## config.mk

```make
export PLATFORM = sky130hd
export DESIGN_NAME = drom_walker_top
export DESIGN_NICKNAME = d
export VERILOG_FILES = /design/src/rtl/drom_pkg.sv /design/src/rtl/drom_hdr_cap.sv /design/src/rtl/drom_entry_walk.sv /design/src/rtl/drom_walker_top.sv
export SDC_FILE = /design/constraint.sdc
export NUM_CORES = 1
export LEC_CHECK = 0
export ABC_AREA = 0
export CORE_MARGIN = 2
export CORE_UTILIZATION = 50
export DETAILED_ROUTE_END_ITERATION = 12
export GPL_TIMING_DRIVEN = 0
export HOLD_SLACK_MARGIN = 0.03
export PLACE_DENSITY = 0.8
export SETUP_SLACK_MARGIN = 0.3
export SLEW_MARGIN = 20
export SYNTH_ARGS = -nofsm -noshare
export SYNTH_HDL_FRONTEND = slang
export SYNTH_SLANG_ARGS = --single-unit
```

## constraint.sdc

```tcl
create_clock -name clk -period 9.9 [get_ports clk]
set_clock_uncertainty 0.1 [all_clocks]
set_input_delay 1.98 -clock clk [delete_from_list [all_inputs] [get_ports clk]]
set_output_delay 1.98 -clock clk [all_outputs]
set_load 0.05 [all_outputs]
```

## src/rtl/drom_pkg.sv

```systemverilog
package drom_pkg;

    localparam int DEF_LEN_W    = 10;
    localparam int HDR_BYTES    = 22;
    localparam int BASE_OFS     = 13;
    localparam int PORT_ENT_LEN = 8;
    localparam int UID_BYTES    = 8;
    localparam int DCRC_BYTES   = 4;
    localparam logic [7:0] CRC8_POLY = 8'h07;
    localparam logic [7:0] CRC8_INIT = 8'hFF;

    // header byte offsets
    localparam int OFS_IDCRC = 0;
    localparam int OFS_UID   = 1;
    localparam int OFS_DCRC  = 9;
    localparam int OFS_REV   = 13;
    localparam int OFS_LEN   = 14;

    typedef enum logic [2:0] {
        ERR_NONE     = 3'd0,
        ERR_SMALL    = 3'd1,
        ERR_ID_CRC   = 3'd2,
        ERR_OVERRUN  = 3'd3,
        ERR_PORT_LEN = 3'd4,
        ERR_DATA_CRC = 3'd5
    } err_e;

    typedef enum logic [2:0] {
        PH_IDLE,
        PH_HDR,
        PH_WALK,
        PH_FIN,
        PH_DONE
    } phase_e;

    typedef struct packed {
        logic [5:0] index;
        logic       disabled;
        logic       link;
        logic       has_dual;
        logic [5:0] partner;
    } port_rec_t;

    function automatic logic [7:0] crc8_byte(input logic [7:0] acc, input logic [7:0] din);
        logic [7:0] v;
        v = acc ^ din;
        for (int k = 0; k < 8; k++) begin
            v = {v[6:0], 1'b0} ^ (v[7] ? CRC8_POLY : 8'h00);
        end
        return v;
    endfunction

endpackage

```

## src/rtl/drom_hdr_cap.sv

```systemverilog
module drom_hdr_cap
    import drom_pkg::*;
#(
    parameter int LEN_W = DEF_LEN_W,
    parameter int IDX_W = 5
) (
    input  logic             clk,
    input  logic             rst,
    input  logic             clear,
    input  logic             take,
    input  logic [IDX_W-1:0] idx,
    input  logic [7:0]       din,
    output logic [63:0]      uid,
    output logic [31:0]      data_crc,
    output logic [7:0]       rev,
    output logic [LEN_W-1:0] data_len,
    output logic             id_crc_ok
);

    localparam int HI_W = LEN_W - 8;

    logic [7:0]      crc_acc;
    logic [7:0]      crc_ref;
    logic [7:0]      len_lo;
    logic [HI_W-1:0] len_hi;

    always_ff @(posedge clk) begin
        if (rst || clear) begin
            crc_acc <= CRC8_INIT;
            crc_ref <= '0;
            rev     <= '0;
            len_lo  <= '0;
            len_hi  <= '0;
        end else if (take) begin
            if (idx == IDX_W'(OFS_IDCRC)) crc_ref <= din;
            if (idx >= IDX_W'(OFS_UID) && idx < IDX_W'(OFS_UID + UID_BYTES))
                crc_acc <= crc8_byte(crc_acc, din);
            if (idx == IDX_W'(OFS_REV)) rev <= din;
            if (idx == IDX_W'(OFS_LEN)) len_lo <= din;
            if (idx == IDX_W'(OFS_LEN + 1)) len_hi <= din[HI_W-1:0];
        end
    end

    for (genvar g = 0; g < UID_BYTES; g++) begin : g_uid
        always_ff @(posedge clk) begin
            if (rst || clear) uid[8*g +: 8] <= '0;
            else if (take && idx == IDX_W'(OFS_UID + g)) uid[8*g +: 8] <= din;
        end
    end

    for (genvar g = 0; g < DCRC_BYTES; g++) begin : g_dcrc
        always_ff @(posedge clk) begin
            if (rst || clear) data_crc[8*g +: 8] <= '0;
            else if (take && idx == IDX_W'(OFS_DCRC + g)) data_crc[8*g +: 8] <= din;
        end
    end

    assign data_len  = {len_hi, len_lo};
    assign id_crc_ok = (crc_acc == crc_ref);

endmodule

```

## src/rtl/drom_entry_walk.sv

```systemverilog
module drom_entry_walk
    import drom_pkg::*;
#(
    parameter int POS_W = DEF_LEN_W + 1
) (
    input  logic             clk,
    input  logic             rst,
    input  logic             clear,
    input  logic             take,
    input  logic [POS_W-1:0] pos,
    input  logic [POS_W-1:0] total,
    input  logic [7:0]       din,
    output logic             abort,
    output err_e             abort_code,
    output logic             rec_fire,
    output port_rec_t        rec
);

    localparam logic [POS_W:0] ONE_X = (POS_W+1)'(1);

    logic [7:0] eoff;
    logic [7:0] elen;
    logic       is_port;
    logic       dis;
    logic [5:0] pidx;
    logic       b2_link;
    logic       b2_dual;
    logic [5:0] b3_part;

    logic           first;
    logic           type_byte;
    logic [7:0]     cur_len;
    logic           last;
    logic           cur_port;
    logic           cur_dis;
    logic [5:0]     cur_idx;
    logic [POS_W:0] pos_x;
    logic [POS_W:0] tot_x;
    logic [POS_W:0] reach;

    always_comb begin
        first     = (eoff == 8'd0);
        type_byte = (eoff == 8'd1);
        cur_len   = first ? din : elen;
        last      = (eoff == cur_len - 8'd1);
        cur_port  = type_byte ? din[7]   : is_port;
        cur_dis   = type_byte ? din[6]   : dis;
        cur_idx   = type_byte ? din[5:0] : pidx;
        pos_x     = {1'b0, pos};
        tot_x     = {1'b0, total};
        reach     = pos_x + {{(POS_W-7){1'b0}}, din};

        abort      = 1'b0;
        abort_code = ERR_NONE;
        if (first) begin
            if ((pos_x + ONE_X == tot_x) || (din == 8'd0) || (reach > tot_x)) begin
                abort      = 1'b1;
                abort_code = ERR_OVERRUN;
            end
        end else if (type_byte && din[7] && !din[6] && elen != 8'(PORT_ENT_LEN)) begin
            abort      = 1'b1;
            abort_code = ERR_PORT_LEN;
        end

        rec_fire     = take && !abort && !first && last && cur_port;
        rec.index    = cur_idx;
        rec.disabled = cur_dis;
        rec.link     = cur_dis ? 1'b0 : b2_link;
        rec.has_dual = cur_dis ? 1'b0 : b2_dual;
        rec.partner  = cur_dis ? 6'd0 : b3_part;
    end

    always_ff @(posedge clk) begin
        if (rst || clear) begin
            eoff    <= '0;
            elen    <= '0;
            is_port <= 1'b0;
            dis     <= 1'b0;
            pidx    <= '0;
            b2_link <= 1'b0;
            b2_dual <= 1'b0;
            b3_part <= '0;
        end else if (take && !abort) begin
            eoff <= last ? 8'd0 : eoff + 8'd1;
            if (first) begin
                elen    <= din;
                is_port <= 1'b0;
                dis     <= 1'b0;
                b2_link <= 1'b0;
                b2_dual <= 1'b0;
                b3_part <= '0;
            end
            if (type_byte) begin
                is_port <= din[7];
                dis     <= din[6];
                pidx    <= din[5:0];
            end
            if (eoff == 8'd2) begin
                b2_link <= din[4];
                b2_dual <= din[7];
            end
            if (eoff == 8'd3) b3_part <= din[5:0];
        end
    end

endmodule

```

## src/rtl/drom_walker_top.sv

```systemverilog
module drom_walker_top
    import drom_pkg::*;
#(
    parameter int LEN_W = DEF_LEN_W
) (
    input  logic             clk,
    input  logic             rst,
    input  logic             start,
    input  logic             byte_valid,
    input  logic [7:0]       byte_data,
    input  logic [31:0]      data_crc_in,
    output logic             hdr_ok,
    output logic             rev_warn,
    output logic [63:0]      uid,
    output logic [LEN_W-1:0] data_len,
    output logic             rec_valid,
    output logic [5:0]       rec_index,
    output logic             rec_disabled,
    output logic             rec_link,
    output logic             rec_has_dual,
    output logic [5:0]       rec_partner,
    output logic             done,
    output logic [2:0]       err_code
);

    localparam int POS_W = LEN_W + 1;
    localparam int IDX_W = $clog2(HDR_BYTES);
    localparam logic [POS_W-1:0] HDR_LAST = POS_W'(HDR_BYTES - 1);
    localparam logic [POS_W-1:0] HDR_SIZE = POS_W'(HDR_BYTES);

    phase_e          phase;
    logic [POS_W-1:0] pos;
    logic [POS_W-1:0] total;
    err_e            err_q;
    port_rec_t       rec_q;

    logic        hdr_take;
    logic        walk_take;
    logic [31:0] hdr_dcrc;
    logic [7:0]  hdr_rev;
    logic        id_ok;
    logic        w_abort;
    err_e        w_code;
    logic        w_fire;
    port_rec_t   w_rec;

    assign total     = POS_W'(data_len) + POS_W'(BASE_OFS);
    assign hdr_take  = (phase == PH_HDR) && byte_valid && !start;
    assign walk_take = (phase == PH_WALK) && byte_valid && !start && (pos != total);

    drom_hdr_cap #(.LEN_W(LEN_W), .IDX_W(IDX_W)) u_hdr (
        .clk       (clk),
        .rst       (rst),
        .clear     (start),
        .take      (hdr_take),
        .idx       (pos[IDX_W-1:0]),
        .din       (byte_data),
        .uid       (uid),
        .data_crc  (hdr_dcrc),
        .rev       (hdr_rev),
        .data_len  (data_len),
        .id_crc_ok (id_ok)
    );

    drom_entry_walk #(.POS_W(POS_W)) u_walk (
        .clk        (clk),
        .rst        (rst),
        .clear      (start),
        .take       (walk_take),
        .pos        (pos),
        .total      (total),
        .din        (byte_data),
        .abort      (w_abort),
        .abort_code (w_code),
        .rec_fire   (w_fire),
        .rec        (w_rec)
    );

    always_ff @(posedge clk) begin
        if (rst) begin
            phase     <= PH_IDLE;
            pos       <= '0;
            hdr_ok    <= 1'b0;
            rev_warn  <= 1'b0;
            done      <= 1'b0;
            err_q     <= ERR_NONE;
            rec_valid <= 1'b0;
            rec_q     <= '0;
        end else begin
            rec_valid <= 1'b0;
            if (start) begin
                phase    <= PH_HDR;
                pos      <= '0;
                hdr_ok   <= 1'b0;
                rev_warn <= 1'b0;
                done     <= 1'b0;
                err_q    <= ERR_NONE;
            end else begin
                case (phase)
                    PH_HDR: begin
                        if (byte_valid) begin
                            pos <= pos + 1'b1;
                            if (pos == HDR_LAST) begin
                                if (total < HDR_SIZE) begin
                                    err_q <= ERR_SMALL;
                                    done  <= 1'b1;
                                    phase <= PH_DONE;
                                end else if (!id_ok) begin
                                    err_q <= ERR_ID_CRC;
                                    done  <= 1'b1;
                                    phase <= PH_DONE;
                                end else begin
                                    hdr_ok   <= 1'b1;
                                    rev_warn <= (hdr_rev > 8'd1);
                                    phase    <= PH_WALK;
                                end
                            end
                        end
                    end
                    PH_WALK: begin
                        if (pos == total) begin
                            phase <= PH_FIN;
                        end else if (byte_valid) begin
                            if (w_abort) begin
                                err_q <= w_code;
                                done  <= 1'b1;
                                phase <= PH_DONE;
                            end else begin
                                pos <= pos + 1'b1;
                                if (w_fire) begin
                                    rec_valid <= 1'b1;
                                    rec_q     <= w_rec;
                                end
                            end
                        end
                    end
                    PH_FIN: begin
                        err_q <= (data_crc_in == hdr_dcrc) ? ERR_NONE : ERR_DATA_CRC;
                        done  <= 1'b1;
                        phase <= PH_DONE;
                    end
                    default: ;
                endcase
            end
        end
    end

    assign err_code     = err_q;
    assign rec_index    = rec_q.index;
    assign rec_disabled = rec_q.disabled;
    assign rec_link     = rec_q.link;
    assign rec_has_dual = rec_q.has_dual;
    assign rec_partner  = rec_q.partner;

endmodule

```

# Yosys cells after proc, flatten, opt, wreduce, memory -nomap -nowiden

Index checks and enable logic that the tools add are counted.

Eq/ne operators: 42
Reduce and logical (&&, ||, !) cells: 57
Bitwise gates (word level): 15
Muxes and demuxes: 61
$lt $le $gt $ge: 5
Add/sub/neg operators: 6

Operators by type and width:

| operator              | count |
|---|---|
| $mux 3                | 25 |
| $xor 8x8->8           | 9 |
| $mux 11               | 4 |
| $eq 5x4->1 const B    | 8 |
| $eq 32x32->1          | 1 |
| $logic_and 1x1->1     | 25 |
| $mux 6                | 4 |
| $pmux 11 s2           | 1 |
| $mux 1                | 21 |
| $eq 5x3->1 const B    | 4 |
| $reduce_and 5->1      | 4 |
| $pmux 3 s3            | 2 |
| $eq 8x2->1 const B    | 2 |
| $eq 8x8->1            | 2 |
| $logic_not 8->1       | 2 |
| $mux 8                | 2 |
| $reduce_and 2->1      | 8 |
| $add 11x1->12 const B | 1 |
| $add 11x8->12         | 1 |
| $eq 12x11->1          | 1 |
| $gt 12x11->1          | 1 |
| $add 10x4->11 const B | 1 |
| $add 11x1->11 const B | 1 |
| $eq 11x11->1          | 1 |
| 34 further kinds      | 55 |

Input port bits: 44
Bits in registers: 198
Output and inout port bits: 96
Word-level logic and storage cells: 224

# Depth between registers and ports, before layout

Gate-level depths: netlist of run 1.

Depth after elaboration: 17
Mapped depth: 19
Gate-level depth less buffers: 18

# By module

From an unflattened synthesis of run 1, not the netlist that was laid out.

Cells, all modules: 1,303
Area, all modules: 10,951.8 µm²

By module, submodules not included:

| module          | area each (µm²) | cells an instance | seq. area each (µm²) | times used |
|---|---|---|---|---|
| drom_hdr_cap    | 5,190.0         | 588               | 2,602.5              | 1 |
| drom_entry_walk | 3,184.3         | 409               | 640.6                | 1 |
| drom_walker_top | 2,577.5         | 306               | 720.7                | 1 |

# Least setup slack after synthesis of run 1

Ideal clock, no wire load.

Path kind: in2reg
Start point: in byte_data[0]
End point: reg rec_q (netlist bit rec_index[5])
Data required time: 9.677 ns
Arrival: 6.312 ns
Path buffers: 1
Setup time: 0.123 ns
Stages: 18
Setup slack: 3.365 ns
Path through: ha_1 fa_1 a21o_1 a21oi_1 o21bai_1 a21oi_1 o21bai_1 a21oi_1 xnor2_1 ha_1 a21o_1 a211o_1 o31a_1 o31ai_1 o21ai_4 nor4b_4 buf_6 mux2_1

Word-level cells in the longest chain between the ends: 11
Elaborated cells on any way between the ends: 17
Those cells by class: add/sub: 2; order compare: 1; eq/ne: 1; mux: 3; bitwise: 1; reduce/logical: 9

RTL lines:

| what                                                    | line                                         | RTL |
|---|---|---|
| start, declared                                         | drom_walker_top.sv:10                        | `input logic [7:0] byte_data,` |
| $add 11x8->12 / $logic_not 8->1 (equally long branches) | drom_entry_walk.sv:51, drom_entry_walk.sv:56 |  |
| $gt 12x11->1 / $logic_or 1x1->1 (equally long branches) | drom_entry_walk.sv:56                        | `if ((pos_x + ONE_X == tot_x) \|\| (din == 8'd0) \|\| (reach > tot_x)) begin` |
| $logic_or 1x1->1                                        | drom_entry_walk.sv:56                        |  |
| $mux 1                                                  | drom_entry_walk.sv:56                        |  |
| $mux 1                                                  | drom_entry_walk.sv:55                        | `if (first) begin` |
| $logic_not 1->1                                         | drom_entry_walk.sv:65                        | `rec_fire = take && !abort && !first && last && cur_port;` |
| $logic_and 1x1->1 (4 in series)                         | drom_entry_walk.sv:65                        |  |
| $reduce_and 6->1 (no source line) (*)                   | -                                            |  |
| end signal, assigned                                    | drom_walker_top.sv:132                       | `rec_q <= w_rec;` |
| end, declared                                           | drom_walker_top.sv:35                        | `port_rec_t rec_q;` |

Mark *: on every way between the ends. The rest lies on a longest branch, timed or not.
A chain may end at the register's enable or synchronous reset.

# Final worst setup path of run 1

Ends and elaborated chain as after synthesis.

==> run_results.csv, run 1 <==
group,metric,value,unit
run_status,outcome,"finished, final reports clean",
timing,period_minus_slack,7.176,ns
detailed_routing,ant_nets,0,
global_routing,grt_overflow_total,0,
power,power_density,125.9,nW/um2
power,p_leak,4.679,nW
detailed_routing,drt_iter0_markers,907,
global_routing,grt_pass1_vias,9095,
setup_path,worstPathArrival,7.42,ns
layout,area_growth,22.16,%
detailed_routing,route.vias.total,9464,
worst_hold_path,min_path_type,"reg -> reg",
detailed_routing,routedWlPerCell,18.37,um
setup_path,critPathMostFrequentCell,"a21oi_1",
placement,dp_slack,2.289,ns
yosys,avgSynthCellArea,8.730,um2
setup_path,critPathKind,"in -> reg",
detailed_routing,first_pass_iters,5,
power,ir_worst_vdd,136.1,uV
global_routing,grt_pass1_wl,47.44,mm
cts,clock_sinks,197,
layout,multi_input_area,6131,um2
layout,seqCellArea,3944,um2
timing,period_share,72.49,%
yosys,synthArstFlopShare,0,%
layout,fillCellCount,1795,
setup_path,crit_required,10.14,ns
layout,drive_gt1_share,5.225,%
cts,cts_buffers,17,
layout,diodes,0,
layout,nets,1440,
yosys,netlist_area,10540,um2
yosys,syn_inst,1207,
global_routing,antenna_found_initial,0,
detailed_routing,via_per_inst,5.725,
cts,clockBufferDepth,2,
floorplan,pin_count,140,
cts,insertion_delay,0.45,ns
yosys,synth_edf_count,0,
floorplan,rows,53,
detailed_routing,totalWireLength,30.37,mm
yosys,synth_ff_type,"dfxtp_1",
setup_path,endpoint_kind,"flop",
setup_path,crit_buf_inv,2,
cts,h-tree-depth,4,
timing,fin_setup_tns,0,ns
cts,post_cts.repair.setup_buffers,0,
setup_path,cp_top_family,"compound AO/OA/AOI/OAI gates",
yosys,syn-num-nets,1282,
setup_path,slowest_stage,"o31ai_1",
floorplan,die_h,149.2,um
yosys,yosysUniqueCellTypes,77,
timing,max_slew.worst_pin.slew,0.9948,ns
timing,grt_setup_unrepaired,"false",
job,maxCapViolations,0,
cts,clkSlewWorstSetupHoldPaths,0.08,ns
timing,worst_slack,2.724,ns
timing,relSlewSlack,33.43,%
cts,cts_hold_buf,0,
yosys,synth_warnings,0,
setup_path,crit_chain,"clkdlybuf4s50_1 -> ha_1 -> fa_1 -> a21o_1 -> a21oi_1 -> o21bai_1 -> a21oi_1 -> o21bai_1 -> a21oi_1 -> xnor2_1 -> ha_1 -> a21o_1 -> a211o_1 -> o31a_1 -> o31ai_1 -> o21ai_4 -> nor4b_4 -> buf_6 -> mux2_1",
timing,fmax,139.4,MHz
global_routing,grt_start_max_net_pins,19,
placement,place.gp.congestion,0.9557,
timing,slew_viol_final,0,
timing,hold_viol,0,
floorplan,die_w,149.2,um
yosys,ys_seq_elements,197,
timing,setup-violations-final,0,
setup_path,crit_fanout,10,
detailed_routing,drc,0,
floorplan,die_area,22250,um2
setup_path,cp-start-kind,"input port",
placement,dpl.hpwl,22.43,mm
cts,cts_resized,0,
floorplan,start_util,50.61,%
placement,portBuffers,139,
cts,cts_tree,"yes",
yosys,synth-seq-area-share,37.43,%
floorplan,coreArea,20820,um2
cts,cts_root_buf,"clkbuf_16",
global_routing,grt_usage,27.11,%
setup_path,critPathMaxStageDelay,0.69,ns
final timing paths:
| kind | startpoint | endpoint | slack (ns) | cells after the start |
|---|---|---|---|---|
| max reg2reg | pos[0] | rec_index[5] | 4.20 | 18 |
| min | u_walk.b3_part[3] | rec_partner[3] | 0.36 | 2 |
| max | byte_data[0] | rec_index[5] | 2.72 | 19 |
| min reg2reg | u_walk.b3_part[3] | rec_partner[3] | 0.36 | 2 |
power by group:
group	internal (mW)	total [mW]	switching (mW)
Clock	0.377	0.709	0.332
Sequential	0.793	0.794	0.00145
Combinational	0.0432	0.117	0.0742
layout by cell type (no fill, tap or decap), types with 13 or more instances in the layout:
cell | netlist | layout
a21oi_1 | 63 | 63
clkbuf_1 | 62 | 62
clkbuf_16 | 0 | 17
clkdlybuf4s50_1 | 0 | 139
dfxtp_1 | 197 | 197
ha_1 | 30 | 30
inv_1 | 39 | 39
mux2i_1 | 133 | 133
nand2_1 | 69 | 69
nand2b_1 | 13 | 13
nand3_1 | 39 | 39
nand4_1 | 15 | 15
nor2_1 | 194 | 194
nor2b_1 | 14 | 14
nor4_1 | 17 | 17
o21ai_0 | 29 | 29
xnor2_1 | 48 | 48
xor2_1 | 60 | 60
worst register-to-register path: cells and delay by family (launching register included):
kind                       cells  cell delay, ns
adders and majority gates      3            0.96
DFF                            1            0.44
and+or+nand+nor                1            0.55
buffers and inverters          1            0.25
muxes                          1            0.33
AOI/OAI and AO/OA             11            2.83
xor gates and xnor gates       1            0.15
Yosys cell counts, types with 29 or more instances:
| library cell | n | area, um2 |
|---|---|---|
| ha_1 | 30 | 375.4 |
| clkbuf_1 | 62 | 232.7 |
| a21oi_1 | 63 | 315.3 |
| o21ai_0 | 29 | 145.1 |
| inv_1 | 39 | 146.4 |
| xor2_1 | 60 | 525.5 |
| nor2_1 | 194 | 728.2 |
| dfxtp_1 | 197 | 3944 |
| nand3_1 | 39 | 195.2 |
| mux2i_1 | 133 | 1331 |
| nand2_1 | 69 | 259.0 |
| xnor2_1 | 48 | 420.4 |
layout make-up:
cell class	count	share of cell area (%)
Sequential cell	197	30.64
Clock buffer	20	3.626
Inverter	39	1.137
Buffer	75	2.459
Clock inverter	12	1.030
Multi-Input combinational cell	896	47.63
Tap cell	275	2.673
Timing Repair Buffer	139	10.81
per-stage QoR:
step	total power, mW	hold WS, ns	area (um2)	cells	util (%)
after global placement	0.9252	0.3453	12270	1621	58.94
after floorplan	0.8779	0.3344	10540	1207	-
after global routing	1.666	0.3834	12870	1653	61.82
after detailed placement	0.9270	0.3551	12270	1621	58.94
after CTS	1.619	0.3643	12870	1653	61.82
final	1.620	0.3602	12870	1653	61.82
logic make-up after synthesis:
logic type               Yosys count  synth area share [%]
AO/OA/AOI/OAI                    179                 11.45
XOR/XNOR                         110                 9.404
adder cells (fa/ha/maj)           31                 3.752
buffers and inverters            114                 4.393
flip-flops                       197                 37.43
multiplexers                     141                 13.52
AND/OR/NAND/NOR                  435                 20.05
state kept, by name (all words and copies together), names as in the netlist, 7 cells and up:
signal          count
u_hdr.len_lo        8
u_walk.elen         8
u_hdr.rev           7
u_hdr.data_crc     32
u_hdr.crc_acc       8
pos                11
u_walk.eoff         8
u_hdr.crc_ref       8
u_hdr.uid          64
per-layer routing:
layer / up-vias / wire length [um] / track usage (%)
met5: - / 0 / 0
met4: 0 / 724 / 9.238
met3: 57 / 2458 / 6.483
met2: 374 / 14350 / 45.18
met1: 4518 / 12830 / 34.45
li1: 4515 / - / -
Power figures use the tool's default switching activity.
==> run 2: changes to the inputs <==
==> constraint.sdc (replaced) <==
create_clock -name clk -period 7.3 [get_ports clk]
set_clock_uncertainty 0.1 [all_clocks]
set_input_delay 1.46 -clock clk [delete_from_list [all_inputs] [get_ports clk]]
set_output_delay 1.46 -clock clk [all_outputs]
set_load 0.05 [all_outputs]
==> results of run 2 <==
Same layout as run 1 (identical final DEF). Status: finished, final reports clean.
Main changes from that run: setup slack after placement 2.289 ns -> 0.2093 ns; setup slack after layout 2.724 ns -> 0.6439 ns; register-to-register setup slack 4.20 ns -> 1.60 ns; total power 1.620 mW -> 2.197 mW; worst IR drop on VDD 136.1 uV -> 184.6 uV
